`src/rtl/secded_pkg.sv`:
```
package secded_pkg;
  localparam int DATA_W = 8;
  localparam int CHK_W  = 4;
  localparam int CW_W   = DATA_W + CHK_W;
  localparam int WORD_W = CW_W + 1;

  typedef logic [DATA_W-1:0] data_t;
  typedef logic [CHK_W-1:0]  syn_t;
  typedef logic [CW_W-1:0]   cw_t;
  typedef logic [WORD_W-1:0] word_t;

  function automatic logic is_pow2(int p);
    return (p & (p - 1)) == 0;
  endfunction

  // scatter data bits into the non-power-of-two positions
  function automatic cw_t place_data(data_t d);
    cw_t cw;
    int  j;
    cw = '0;
    j  = 0;
    for (int p = 1; p <= CW_W; p++) begin
      if (!is_pow2(p)) begin
        cw[p-1] = d[j];
        j++;
      end
    end
    return cw;
  endfunction

  function automatic data_t pick_data(cw_t cw);
    data_t d;
    int    j;
    d = '0;
    j = 0;
    for (int p = 1; p <= CW_W; p++) begin
      if (!is_pow2(p)) begin
        d[j] = cw[p-1];
        j++;
      end
    end
    return d;
  endfunction

  // parity over data positions only, one bit per position weight
  function automatic syn_t calc_chk(cw_t cw);
    syn_t c;
    c = '0;
    for (int k = 0; k < CHK_W; k++) begin
      for (int p = 1; p <= CW_W; p++) begin
        if (!is_pow2(p) && p[k]) c[k] = c[k] ^ cw[p-1];
      end
    end
    return c;
  endfunction

  function automatic syn_t stored_chk(cw_t cw);
    syn_t c;
    for (int k = 0; k < CHK_W; k++) c[k] = cw[(1 << k) - 1];
    return c;
  endfunction
endpackage

```
`src/rtl/secded_encoder.sv`:
```
module secded_encoder
  import secded_pkg::*;
(
  input  data_t data_i,
  output word_t word_o
);
  cw_t  cw;
  syn_t chk;

  always_comb begin
    cw  = place_data(data_i);
    chk = calc_chk(cw);
    for (int k = 0; k < CHK_W; k++) cw[(1 << k) - 1] = chk[k];
  end

  assign word_o = {^cw, cw};
endmodule

```
`src/rtl/secded_decoder.sv`:
```
module secded_decoder
  import secded_pkg::*;
(
  input  word_t word_i,
  output data_t data_o,
  output data_t raw_data_o,
  output syn_t  syn_o,
  output logic  par_err_o,
  output logic  corr_o,
  output logic  unc_o
);
  cw_t  cw, flip, fixed;
  syn_t syn;
  logic par_err, in_range;

  assign cw       = word_i[CW_W-1:0];
  assign syn      = stored_chk(cw) ^ calc_chk(cw);
  assign par_err  = ^word_i;
  assign in_range = syn <= syn_t'(CW_W);

  always_comb begin
    for (int p = 1; p <= CW_W; p++) flip[p-1] = (syn == syn_t'(p));
  end

  always_comb begin
    corr_o = 1'b0;
    unc_o  = 1'b0;
    fixed  = cw;
    if (syn == '0) begin
      corr_o = par_err;            // only the parity bit flipped
    end else if (!par_err || !in_range) begin
      unc_o  = 1'b1;
    end else begin
      fixed  = cw ^ flip;
      corr_o = 1'b1;
    end
  end

  assign data_o     = pick_data(fixed);
  assign raw_data_o = pick_data(cw);
  assign syn_o      = syn;
  assign par_err_o  = par_err;
endmodule

```
`src/rtl/secded_store.sv`:
```
module secded_store
  import secded_pkg::*;
#(
  parameter int DEPTH  = 16,
  parameter int ADDR_W = $clog2(DEPTH)
) (
  input  logic              clk_i,
  input  logic              rst_ni,
  input  logic              we_i,
  input  logic [ADDR_W-1:0] waddr_i,
  input  word_t             wword_i,
  input  logic              inj_en_i,
  input  logic [ADDR_W-1:0] inj_addr_i,
  input  word_t             inj_mask_i,
  input  logic [ADDR_W-1:0] raddr_i,
  output word_t             rword_o
);
  word_t mem_q [DEPTH];

  for (genvar i = 0; i < DEPTH; i++) begin : g_entry
    localparam logic [ADDR_W-1:0] IDX = ADDR_W'(i);
    always_ff @(posedge clk_i or negedge rst_ni) begin
      if (!rst_ni)                             mem_q[i] <= '0;
      else if (we_i && waddr_i == IDX)         mem_q[i] <= wword_i;
      else if (inj_en_i && inj_addr_i == IDX)  mem_q[i] <= mem_q[i] ^ inj_mask_i;
    end
  end

  assign rword_o = mem_q[raddr_i];
endmodule

```
`src/rtl/secded_mem_guard.sv`:
```
module secded_mem_guard
  import secded_pkg::*;
#(
  parameter int DEPTH  = 16,
  parameter int ADDR_W = $clog2(DEPTH)
) (
  input  logic              clk_i,
  input  logic              rst_ni,
  input  logic              wr_en_i,
  input  logic [ADDR_W-1:0] wr_addr_i,
  input  logic [DATA_W-1:0] wr_data_i,
  input  logic              rd_en_i,
  input  logic [ADDR_W-1:0] rd_addr_i,
  input  logic              inj_en_i,
  input  logic [ADDR_W-1:0] inj_addr_i,
  input  logic [WORD_W-1:0] inj_mask_i,
  output logic              rd_valid_o,
  output logic [DATA_W-1:0] rd_data_o,
  output logic              corrected_o,
  output logic              uncorrectable_o
);
  word_t enc_word, rd_word;
  data_t dec_data, raw_data;
  syn_t  dec_syn;
  logic  dec_par_err, dec_corr, dec_unc;

  secded_encoder u_enc (.data_i(wr_data_i), .word_o(enc_word));

  secded_store #(.DEPTH(DEPTH), .ADDR_W(ADDR_W)) u_store (
    .clk_i, .rst_ni,
    .we_i(wr_en_i), .waddr_i(wr_addr_i), .wword_i(enc_word),
    .inj_en_i, .inj_addr_i, .inj_mask_i,
    .raddr_i(rd_addr_i), .rword_o(rd_word)
  );

  secded_decoder u_dec (
    .word_i(rd_word), .data_o(dec_data), .raw_data_o(raw_data),
    .syn_o(dec_syn), .par_err_o(dec_par_err),
    .corr_o(dec_corr), .unc_o(dec_unc)
  );

  always_ff @(posedge clk_i or negedge rst_ni) begin
    if (!rst_ni) begin
      rd_valid_o      <= 1'b0;
      rd_data_o       <= '0;
      corrected_o     <= 1'b0;
      uncorrectable_o <= 1'b0;
    end else begin
      rd_valid_o <= rd_en_i;
      if (rd_en_i) begin
        rd_data_o       <= dec_data;
        corrected_o     <= dec_corr;
        uncorrectable_o <= dec_unc;
      end
    end
  end


  enc_even_chk: assert property (@(posedge clk_i) disable iff (!rst_ni)
    wr_en_i |-> (^enc_word) == 1'b0);


  flags_excl_chk: assert property (@(posedge clk_i) disable iff (!rst_ni)
    !(corrected_o && uncorrectable_o));


  out_hold_chk: assert property (@(posedge clk_i) disable iff (!rst_ni)
    !rd_valid_o |-> $stable({rd_data_o, corrected_o, uncorrectable_o}));


  clean_read_chk: assert property (@(posedge clk_i) disable iff (!rst_ni)
    rd_en_i && dec_syn == '0 && !dec_par_err
    |=> !corrected_o && !uncorrectable_o && rd_data_o == $past(raw_data));


  chk_only_chk: assert property (@(posedge clk_i) disable iff (!rst_ni)
    rd_en_i && dec_par_err && $countones(dec_syn) == 1
    |=> corrected_o && rd_data_o == $past(raw_data));


  syn_range_chk: assert property (@(posedge clk_i) disable iff (!rst_ni)
    rd_en_i && dec_syn > syn_t'(CW_W)
    |=> uncorrectable_o && rd_data_o == $past(raw_data));
endmodule

```
`config.mk`:
```
export PLATFORM = sky130hd
export DESIGN_NAME = secded_mem_guard
export DESIGN_NICKNAME = d
export VERILOG_FILES = /design/src/rtl/secded_pkg.sv /design/src/rtl/secded_encoder.sv /design/src/rtl/secded_decoder.sv /design/src/rtl/secded_store.sv /design/src/rtl/secded_mem_guard.sv
export SDC_FILE = /design/constraint.sdc
export NUM_CORES = 1
export LEC_CHECK = 0
export ABC_AREA = 1
export ABC_CLOCK_PERIOD_IN_PS = 3100
export BUFFER_PORTS_ARGS = -buffer_cell sky130_fd_sc_hd__buf_2
export CORE_ASPECT_RATIO = 0.75
export CORE_UTILIZATION = 45
export CTS_CLUSTER_SIZE = 40
export DETAILED_ROUTE_END_ITERATION = 16
export MAX_ROUTING_LAYER = met4
export SYNTH_ARGS = -nofsm -noshare
export SYNTH_HDL_FRONTEND = slang
export SYNTH_SLANG_ARGS = --single-unit
export TNS_END_PERCENT = 10
```
`constraint.sdc`:
```
create_clock -name clk_i -period 3.1 [get_ports clk_i]
set_input_delay 0.155 -clock clk_i [delete_from_list [all_inputs] [get_ports clk_i]]
set_output_delay 0.155 -clock clk_i [all_outputs]
set_load 0.01 [all_outputs]
```
==> impl_metrics.csv <==
group,metric,value,unit
cells_and_area,multi_input_area,7390,um2
global_route,grt_pass1_vias,13057,
route,drc,0,
cells_and_area,layout_commonest_cell,"nand2_1",
logic_synthesis,ys_ff_latch,219,
critical_path,worstPathBufferInverterCount,2,
floorplan,io_pins,49,
cells_and_area,antenna_cells,0,
timing,rsz0062_at_grt,"false",
pwr,leakage,0.00723,uW
clocking,clk_pin_slew,0.06,ns
critical_path,worst-setup-path-type,"reg2reg",
floorplan,core_area,30600,um2
cells_and_area,fin_cells,2408,
floorplan,die_h,156,um
floorplan,row_count,55,
place,gp_congestion,0.939,
cells_and_area,num-nets-final,2029,
critical_path,crit_top_cell,"nand2_1",
global_route,grt_pass1_wl,76600,um
route,num_vias,13303,
logic_synthesis,syn_area_per_cell,7.13,um2
cells_and_area,final_design_area_no_fill,15700,um2
timing,maxSlewHeadroom,28.2,%
floorplan,start_util,46.5,%
critical_path,crit_family,"simple AND/OR/NAND/NOR gates",
place,place_area,14900,um2
clocking,cts_setup_buffers,0,
pwr,ir_worst_vdd,0.493,mV
logic_synthesis,syn-cell-area,14200,um2
route,wl,49300,um
logic_synthesis,synth_nets,2034,
outcome,outcome,"finished clean",
hold_path,hold_class,"in2reg",
logic_synthesis,synthTopCellsByArea,"dfrtp_1 39%, nand2_1 14%, xor2_1 10%",
logic_synthesis,synth_top_area_share,38.5,%
floorplan,fp.dieW,207,um
clocking,cts_root_buffer,"clkbuf_16",
route,dr.pass1.iters,6,
cells_and_area,layout-drive-gt1-share,9.46,%
critical_path,cp.arrival,2.95,ns
timing,skew,0.0170,ns
timing,post-route-period-util,81.1,%
critical_path,crit_required,3.53,ns
cells_and_area,seqCellArea,5480,um2
critical_path,path_cells,"inv_1, nand2_1, nand3_1, nand3_1, nand3_1, nand2_1, inv_2, nand2_1, nand2_1, nand2_1, nand2_1, nand2_1, nand2_1, nand3_1, nand2_2, nand4_1, nand3_1, nand2_1",
timing,setup_viol,0,
floorplan,die_area,32300,um2
clocking,numClockSinks,219,
timing,slew_violations,0,
pwr,power,11600,uW
critical_path,cp_max_fo,17,
timing,worst_pin_slew,1.08,ns
cells_and_area,layout_common_cells,"549 x nand2_1, 219 x dfrtp_1, 205 x nor2_1",
clocking,cts_tree,"done",
logic_synthesis,synth_top_cell_by_area,"dfrtp_1",
logic_synthesis,synth_warnings,0,
global_route,overflow,0,
critical_path,critPathMaxStageDelay,0.39,ns
route,drtIter0Drc,1468,
cells_and_area,fillCellCount,2964,
clocking,numCtsBuffers,25,
route,drtAntennaViolNets,0,
timing,max_freq,398,MHz
timing,fin_setup_tns,0,ns
clocking,cts_max_level,1,
critical_path,end_kind,"register",
logic_synthesis,syn_inst,1996,
pwr,powerDensity,735,nW/um2
place,place_inst,2360,
global_route,grt.total_usage,32.0,%
global_route,grt_max_degree,78,
logic_synthesis,yosysSeqAreaShare,38.5,%
logic_synthesis,yosysUniqueCellTypes,34,
clocking,clk_latency,0.55,ns
timing,finalCriticalPeriod,2.51,ns
route,wl_per_cell,20.5,um
job,cap_violations,0,
route,avgViaCountPerCell,5.52,
cells_and_area,area_growth_syn_to_layout,10.6,%
timing,hold_ws,0.0237,ns
timing,final_hold_viol_count,0,
place,portBuffers,48,
clocking,clockBufferDepth,3,
critical_path,cp_slowest_cell,"dfrtp_1",
global_route,antenna_found_initial,0,
critical_path,startpoint_type,"register",
place,dp_hpwl,32300,um
[layer usage]
layer  GRT usage (%)  wire, um  up-vias
met5               -         0        -
li1                -         -     6282
met1            45.7     23300     6413
met2            47.6     20900      545
met4            7.18       942        0
met3            4.83      4140       63
[area by class of cell]
type	instances	area share, %
clock buffer	27	4.09
clock inverter	18	1.26
inverter	196	4.68
multi-input combinational	1444	47.0
sequential	219	34.8
tap	399	3.17
timing repair buffer	105	5.01
[worst paths after layout]
path                                                start                        endpoint  slack, ns  depth (start not counted)
max                        u_store.mem_q[112]$_DFFE_PN0P_        rd_data_o[0]$_DFFE_PN0P_       0.59                         18
min                                          wr_addr_i[1]  u_store.mem_q[189]$_DFFE_PN0P_       0.02                          3
max reg2reg                u_store.mem_q[112]$_DFFE_PN0P_        rd_data_o[0]$_DFFE_PN0P_       0.59                         18
min reg2reg                      rd_data_o[2]$_DFFE_PN0P_        rd_data_o[2]$_DFFE_PN0P_       0.48                          2
max in group asynchronous                          rst_ni  u_store.mem_q[130]$_DFFE_PN0P_       2.02                          3
min in group asynchronous                          rst_ni  u_store.mem_q[187]$_DFFE_PN0P_       0.21                          2
[cell usage after synthesis]
library cell / n
a211oi_1: 8
a21oi_1: 160
a21oi_2: 2
a221o_1: 2
a22o_1: 1
a22oi_1: 3
buf_1: 12
buf_2: 20
buf_4: 9
buf_6: 7
clkbuf_1: 89
clkinv_1: 7
dfrtp_1: 219
inv_1: 175
inv_2: 14
mux2_2: 18
mux2i_1: 4
nand2_1: 549
nand2_2: 4
nand3_1: 172
nand4_1: 9
nor2_1: 205
nor3_1: 6
o211ai_1: 29
o21a_1: 2
o21ai_0: 34
o21ai_1: 11
o221ai_1: 17
o311ai_0: 3
o31ai_1: 1
o41ai_1: 1
or2_2: 6
xnor2_1: 30
xor2_1: 167
[state kept, by name (all words and copies together) (netlist names)]
signal           cells
rd_data_o            8
u_store.mem_q      208
uncorrectable_o      1
corrected_o          1
rd_valid_o           1
[worst reg2reg max path, cell delays in order, from the launching register on]
cell,delay [ns]
dfrtp_1,0.39
inv_1,0.09
nand2_1,0.08
nand3_1,0.11
nand3_1,0.09
nand3_1,0.13
nand2_1,0.19
inv_2,0.16
nand2_1,0.06
nand2_1,0.12
nand2_1,0.08
nand2_1,0.07
nand2_1,0.04
nand2_1,0.13
nand3_1,0.10
nand2_2,0.26
nand4_1,0.13
nand3_1,0.13
nand2_1,0.06
[power by group]
group / total, uW / leakage [uW] / internal (uW) / switching [uW]
logic: 3690 / 0.00428 / 1530 / 2160
registers: 4750 / 0.00253 / 3970 / 780
clock network: 3130 / 0.000416 / 1830 / 1300
total: 11600 / 0.00723 / 7330 / 4240
[through the flow]
stage                     setup WS, ns  util (%)
final                            0.585      51.4
after global routing             0.299      51.4
after CTS                        0.634      51.4
after detailed placement         0.429      48.5
after global placement           0.407      48.5
after floorplan                   1.06         -
[logic make-up after synthesis]
kind of cell,synth area share [%]
DFF,38.5
xor gates and xnor gates,12.1
AOI/OAI and AO/OA,11.1
and+or+nand+nor,27.0
muxes,1.71
buffers and inverters,9.57
[what timing repair did]
item,CTS,global route
gates resized for setup,0,0
hold buffers,3,0
endpoints found under the hold margin,86,0
Power figures use the tool's default switching activity.
